### src/rtl/rxd_pkg.sv
package rxd_pkg;
  localparam int BYTE_W = 8;
  localparam int CRC_W  = 16;

  // One byte through a reflected CRC, data bits taken LSB first.
  function automatic logic [CRC_W-1:0] crc_step(input logic [CRC_W-1:0] c,
                                               input logic [BYTE_W-1:0] d,
                                               input logic [CRC_W-1:0] poly);
    logic [CRC_W-1:0] r;
    logic fb;
    r = c;
    for (int i = 0; i < BYTE_W; i++) begin
      fb = r[0] ^ d[i];
      r  = r >> 1;
      if (fb) r = r ^ poly;
    end
    return r;
  endfunction

  // Odd parity holds when the xor of data plus parity bit is one.
  function automatic logic odd_ok(input logic [BYTE_W:0] w);
    return ^w;
  endfunction
endpackage

### src/rtl/rxd_bit_asm.sv
module rxd_bit_asm
  import rxd_pkg::*;
(
  input  logic              clk,
  input  logic              rst_n,
  input  logic              clr,
  input  logic              par_en,
  input  logic              bit_en,
  input  logic              bit_in,
  output logic              byte_done,
  output logic [BYTE_W-1:0] byte_val,
  output logic              par_bad,
  output logic              partial
);
  localparam int CNT_W = $clog2(BYTE_W + 1);
  localparam int IDX_W = $clog2(BYTE_W);

  logic [CNT_W-1:0]  cnt_q;
  logic [BYTE_W-1:0] data_q;
  logic [CNT_W-1:0]  last_idx;

  assign last_idx = par_en ? CNT_W'(BYTE_W) : CNT_W'(BYTE_W - 1);

  always_comb begin
    byte_done = bit_en && (cnt_q == last_idx);
    byte_val  = data_q;
    if (!par_en) byte_val[BYTE_W-1] = bit_in;
    par_bad   = byte_done && par_en && !odd_ok({bit_in, data_q});
    partial   = (cnt_q != '0);
  end

  always_ff @(posedge clk) begin
    if (!rst_n || clr) begin
      cnt_q  <= '0;
      data_q <= '0;
    end else if (bit_en) begin
      cnt_q <= byte_done ? '0 : cnt_q + 1'b1;
      if (cnt_q < CNT_W'(BYTE_W)) data_q[cnt_q[IDX_W-1:0]] <= bit_in;
    end
  end

  AST_BIT_COUNTS: assert property (@(posedge clk) disable iff (!rst_n)
    (bit_en && !byte_done && !clr) |=> partial);
endmodule

### src/rtl/rxd_crc.sv
module rxd_crc
  import rxd_pkg::*;
#(
  parameter logic [CRC_W-1:0] INIT = 16'hFFFF,
  parameter logic [CRC_W-1:0] POLY = 16'h8408
) (
  input  logic              clk,
  input  logic              rst_n,
  input  logic              clr,
  input  logic              en,
  input  logic [BYTE_W-1:0] din,
  output logic [CRC_W-1:0]  crc_q
);
  always_ff @(posedge clk) begin
    if (!rst_n || clr) crc_q <= INIT;
    else if (en)       crc_q <= crc_step(crc_q, din, POLY);
  end
endmodule

### src/rtl/rxd_hold.sv
module rxd_hold
  import rxd_pkg::*;
#(
  parameter int DEPTH = 2
) (
  input  logic              clk,
  input  logic              rst_n,
  input  logic              clr,
  input  logic              push,
  input  logic [BYTE_W-1:0] din,
  input  logic              out_ready,
  output logic              out_valid,
  output logic [BYTE_W-1:0] out_data,
  output logic              full
);
  localparam int CW = $clog2(DEPTH + 1);

  logic [BYTE_W-1:0] stg [DEPTH];
  logic [CW-1:0]     cnt_q;
  logic              release_now;

  assign full        = (cnt_q == CW'(DEPTH));
  assign release_now = push && full && !clr;

  always_ff @(posedge clk) begin
    if (!rst_n)   stg[0] <= '0;
    else if (push) stg[0] <= din;
  end

  for (genvar k = 1; k < DEPTH; k++) begin : g_stage
    always_ff @(posedge clk) begin
      if (!rst_n)    stg[k] <= '0;
      else if (push) stg[k] <= stg[k-1];
    end
  end

  always_ff @(posedge clk) begin
    if (!rst_n || clr)    cnt_q <= '0;
    else if (push && !full) cnt_q <= cnt_q + 1'b1;
  end

  always_ff @(posedge clk) begin
    if (!rst_n) begin
      out_valid <= 1'b0;
      out_data  <= '0;
    end else if (release_now) begin
      out_valid <= 1'b1;
      out_data  <= stg[DEPTH-1];
    end else if (out_ready) begin
      out_valid <= 1'b0;
    end
  end

  AST_OUT_HOLD: assert property (@(posedge clk) disable iff (!rst_n)
    (out_valid && !out_ready) |=> (out_valid && $stable(out_data)));
  AST_RELEASE_NEEDS_FULL: assert property (@(posedge clk) disable iff (!rst_n)
    (push && !full) |=> !(out_valid && !$past(out_valid)));
endmodule

### src/rtl/rx_deframer.sv
module rx_deframer
  import rxd_pkg::*;
#(
  parameter int               TRAIL_BYTES = 2,
  parameter logic [CRC_W-1:0] CRC_INIT    = 16'hFFFF,
  parameter logic [CRC_W-1:0] CRC_POLY    = 16'h8408,
  parameter logic [CRC_W-1:0] CRC_GOOD    = 16'hF0B8
) (
  input  logic              clk,
  input  logic              rst_n,
  input  logic              par_en,
  input  logic              bit_valid,
  input  logic              bit_data,
  input  logic              frame_start,
  input  logic              frame_end,
  output logic              out_valid,
  output logic [BYTE_W-1:0] out_data,
  input  logic              out_ready,
  output logic              irq_pulse,
  output logic              stat_rx_start,
  output logic              stat_eof_ok,
  output logic              stat_err_frame,
  output logic              stat_err_parity,
  output logic              stat_err_crc,
  input  logic              stat_clear
);
  logic              in_frame_q, frame_par_q;
  logic              bit_en, byte_done, par_bad, partial, hold_full;
  logic [BYTE_W-1:0] byte_val;
  logic [CRC_W-1:0]  crc_q;

  // Named internal events
  logic evt_start, evt_end, evt_err_frame, evt_err_crc, evt_ok;

  assign evt_start     = frame_start;
  assign evt_end       = frame_end && in_frame_q && !frame_start;
  assign bit_en        = bit_valid && in_frame_q && !frame_start && !frame_end;
  assign evt_err_frame = evt_end && (partial || !hold_full);
  assign evt_err_crc   = evt_end && !evt_err_frame && (crc_q != CRC_GOOD);
  assign evt_ok        = evt_end && !evt_err_frame && !evt_err_crc && !frame_par_q;

  rxd_bit_asm u_asm (
    .clk(clk), .rst_n(rst_n), .clr(evt_start || evt_end), .par_en(par_en),
    .bit_en(bit_en), .bit_in(bit_data), .byte_done(byte_done),
    .byte_val(byte_val), .par_bad(par_bad), .partial(partial)
  );

  rxd_crc #(.INIT(CRC_INIT), .POLY(CRC_POLY)) u_crc (
    .clk(clk), .rst_n(rst_n), .clr(evt_start), .en(byte_done),
    .din(byte_val), .crc_q(crc_q)
  );

  rxd_hold #(.DEPTH(TRAIL_BYTES)) u_hold (
    .clk(clk), .rst_n(rst_n), .clr(evt_start || evt_end), .push(byte_done),
    .din(byte_val), .out_ready(out_ready), .out_valid(out_valid),
    .out_data(out_data), .full(hold_full)
  );

  always_ff @(posedge clk) begin
    if (!rst_n) begin
      in_frame_q  <= 1'b0;
      frame_par_q <= 1'b0;
      irq_pulse   <= 1'b0;
    end else begin
      irq_pulse <= evt_end;
      if (evt_start) begin
        in_frame_q  <= 1'b1;
        frame_par_q <= 1'b0;
      end else if (evt_end) begin
        in_frame_q  <= 1'b0;
      end else if (par_bad) begin
        frame_par_q <= 1'b1;
      end
    end
  end

  always_ff @(posedge clk) begin
    if (!rst_n) begin
      stat_rx_start   <= 1'b0;
      stat_eof_ok     <= 1'b0;
      stat_err_frame  <= 1'b0;
      stat_err_parity <= 1'b0;
      stat_err_crc    <= 1'b0;
    end else begin
      stat_rx_start   <= (stat_rx_start   && !stat_clear) || evt_start;
      stat_eof_ok     <= (stat_eof_ok     && !stat_clear) || evt_ok;
      stat_err_frame  <= (stat_err_frame  && !stat_clear) || evt_err_frame;
      stat_err_parity <= (stat_err_parity && !stat_clear) || par_bad;
      stat_err_crc    <= (stat_err_crc    && !stat_clear) || evt_err_crc;
    end
  end

  AST_START_SETS_FLAG: assert property (@(posedge clk) disable iff (!rst_n)
    frame_start |=> stat_rx_start);
  AST_PAR_NEEDS_EN: assert property (@(posedge clk) disable iff (!rst_n)
    $rose(stat_err_parity) |-> $past(par_en));
  AST_CRC_AT_END: assert property (@(posedge clk) disable iff (!rst_n)
    $rose(stat_err_crc) |-> $past(frame_end));
  AST_FRAME_AT_END: assert property (@(posedge clk) disable iff (!rst_n)
    $rose(stat_err_frame) |-> $past(frame_end));
  AST_IRQ_FROM_END: assert property (@(posedge clk) disable iff (!rst_n)
    irq_pulse |-> $past(frame_end));
  AST_IRQ_SINGLE: assert property (@(posedge clk) disable iff (!rst_n)
    irq_pulse |=> !irq_pulse);
  AST_CLEAR_WORKS: assert property (@(posedge clk) disable iff (!rst_n)
    (stat_clear && !frame_start) |=> !stat_rx_start);
endmodule

### config.mk
export PLATFORM = sky130hd
export DESIGN_NAME = rx_deframer
export DESIGN_NICKNAME = d
export VERILOG_FILES = /design/src/rtl/rxd_pkg.sv /design/src/rtl/rxd_bit_asm.sv /design/src/rtl/rxd_crc.sv /design/src/rtl/rxd_hold.sv /design/src/rtl/rx_deframer.sv
export SDC_FILE = /design/constraint.sdc
export NUM_CORES = 1
export LEC_CHECK = 0
export BUFFER_PORTS_ARGS = -buffer_cell sky130_fd_sc_hd__buf_2
export CORE_ASPECT_RATIO = 0.7
export CORE_MARGIN = 4
export CORE_UTILIZATION = 48
export CTS_BUF_LIST = sky130_fd_sc_hd__clkbuf_2 sky130_fd_sc_hd__clkbuf_4 sky130_fd_sc_hd__clkbuf_8
export DETAILED_ROUTE_END_ITERATION = 12
export PLACE_DENSITY = 0.69
export SLEW_MARGIN = 20
export SYNTH_ARGS = -nofsm -noshare
export SYNTH_HDL_FRONTEND = slang
export SYNTH_SLANG_ARGS = --single-unit
### constraint.sdc
create_clock -name clk -period 4.15 [get_ports clk]
set_input_delay 0.6225 -clock clk [delete_from_list [all_inputs] [get_ports clk]]
set_output_delay 0.6225 -clock clk [all_outputs]
set_load 0.05 [all_outputs]
==> reports/qor.yml <==
synth_cell_types: 56
crit_path_top_delay_cell: "a22o_1"
slew_headroom: 0.548
hold_buffers: 0
cellLeakagePower_nw: 1.35
synthCells: 300
start_util: 0.497
comb_power_share: 0.035
drc_errors: 0
cts_resized: 0
row_count: 24
cts.sinks: 63
fin_util: 0.544
vias: 2278
setup_violations: 0
nets: 326
drv_slew: 0
switching_power_mw: 0.278
endpoint_kind: "flip-flop"
drtAntennaViolNets: 0
cp-start-kind: "flip-flop"
grt-ovfl-total: 0
num_antenna_cells: 0
antenna_found_initial: 0
min_period_over_period: 0.617
crit_type: "flip-flop to flip-flop"
drt-total-wl_um: 6370
hold_viol_final: 0
max_stage_delay_ns: 0.63
ys_async_sr_fraction: 0
worst_pin_slew_ns: 0.678
swShare: 0.219
ys_seq_elements: 63
grt_pass1_wl_um: 10800
die-area_sq_um: 7880
core_sq_um: 6280
synth_nets: 312
vias_per_cell: 5.74
max_freq_ghz: 0.390
worst-endpoint-arrival_ns: 2.54
clk_pin_slew_worst_paths_ns: 0.07
htree_levels: 3
cts_buffer_depth: 2
cp_data_required_time_ns: 4.12
final_common_cell: "dfxtp_1"
setup_slack_ns: 1.59
clk_latency_ns: 0.34
avgSynthCellArea_sq_um: 10.4
area_delta_synth_final_pct: 9.50
drv_cap: 0
wl_per_cell_um: 16.0
intPower_mw: 0.990
synth-seq-area-share: 0.455
die_h_um: 75.5
finClkSkew_ns: 0.00989
rsz0062_at_grt: "false"
dp_hpwl_um: 4420
status: "finished, final reports clean"
power_frac_clock: 0.461
fillCellCount: 583
grt_max_degree: 33
path_max_fanout: 17
crit_buf_inv: 0
holdCritPathClass: "flip-flop to flip-flop"
drive_above_1_share: 0.172
dp_slack_ns: 1.37
setup-tns-final_ns: 0
grt_usage: 0.176
period_needed_ns: 2.56
cts_tree: "yes"
powerDensity_nw_per_um2: 371
postCtsSetupBuffers: 0
cp_top_family: "simple AND/OR/NAND/NOR gates"
ys.flop_type: "dfxtp_1"
ir_worst_vdd_mv: 0.173
gp_congestion: 0.843
synth_edf_count: 16
mostFrequentLayoutCells: "dfxtp_1, buf_2, o21ai_0"
syn-cell-area_sq_um: 3120
root_buffer: "clkbuf_8"
pin_count: 24
die_w_um: 104
dr.pass1.iters: 4
dr.first_iter.drc_count: 165
portBuffers: 23
path_cells: "nor4b_4 > a22o_1 > nand2_4 > nand2_1"
grt_pass1_vias: 2182
cts_buffers: 9
ys_warn_count: 0
seqPwrFrac: 0.505
==> tightest hold or removal path, stage by stage (launching register included) <==
cell	delay, ns
dfxtp_1	0.32
nand2_1	0.04
o21ai_0	0.05
==> final cells by class <==
cell class,count,area [sq um],share of cell area
Multi-Input combinational cell,206,1510,0.441
Sequential cell,63,1420,0.416
Timing Repair Buffer,27,145,0.0425
Clock buffer,9,124,0.0363
Tap cell,78,97.6,0.0286
Clock inverter,7,96.3,0.0282
Inverter,7,26.3,0.00769
==> metrics by stage <==
step	std cells	instance area (sq um)	hold WS, ns	power (mW)
floorplan	300	3120	0.431	0.684
global placement	381	3200	0.431	0.697
detailed placement	381	3200	0.436	0.697
CTS	397	3420	0.452	1.28
global route	397	3420	0.469	1.31
finish	397	3420	0.447	1.27
==> sequential cells by signal, indices dropped and copies added, names as in the netlist, 2 cells and up <==
name,cells
u_asm.cnt_q,4
u_asm.data_q,8
u_crc.crc_q,16
u_hold.cnt_q,2
u_hold.out_data,8
u_hold.stg,16
==> layer usage <==
layer  vias to the layer above  part of all wire  global-route usage
li1                       1126                 -                   -
met1                      1093              0.49               0.232
met2                        50              0.45               0.277
met3                         9             0.054              0.0593
met4                         0             0.013              0.0560
met5                         -                 0                   0
==> synthesized netlist by cell type (all sizes together), types with 2 or more instances <==
cell type   n  share of area
dfxtp      47           0.30
o21ai      27          0.043
and3       17          0.036
buf        16          0.043
edfxtp     16           0.15
nand4      16          0.032
nand3      15          0.024
nand2      14          0.019
nor2       13          0.016
xnor2      13          0.041
nor2b      10          0.020
mux2i       9          0.029
xor2        9          0.025
a21boi      8          0.019
clkbuf      8          0.010
o211ai      8          0.019
inv         6         0.0072
a21oi       4         0.0064
nor3        4         0.0064
xnor3       4          0.029
ha          3          0.012
nand4b      3         0.0084
a22oi       2         0.0064
a311oi      2         0.0056
a31oi       2         0.0040
nand3b      2         0.0048
nor3b       2         0.0080
nor4        2         0.0060
nor4b       2          0.010
o21a        2         0.0048
o311ai      2         0.0056
==> power groups by stage <==
stage | combinational (mW) | clock (mW) | sequential [mW]
final | 0.0442 | 0.584 | 0.639
after global placement | 0.0434 | 0 | 0.653
after CTS | 0.0441 | 0.598 | 0.639
after global routing | 0.0480 | 0.625 | 0.640
after floorplan | 0.0279 | 0 | 0.656
after detailed placement | 0.0440 | 0 | 0.653
==> cells by family after synthesis <==
kind of cell	Yosys count	synth area share
muxes	9	0.0289
DFF	63	0.455
and+or+nand+nor	106	0.212
xor gates and xnor gates	27	0.103
buffers and inverters	31	0.0617
AOI/OAI and AO/OA	61	0.127
adders and majority gates	3	0.0120
==> final timing paths <==
check | start | endpoint | slack [ns] | depth (start not counted)
setup / recovery | u_asm.cnt_q[0] | u_hold.stg[0][3] | 1.59 | 4
hold / removal | stat_err_frame | stat_err_frame | 0.45 | 2
hold reg to reg | stat_err_frame | stat_err_frame | 0.45 | 2
setup reg to reg | u_asm.cnt_q[0] | u_hold.stg[0][3] | 1.59 | 4
Note: power is estimated with default switching activity, not from simulation.
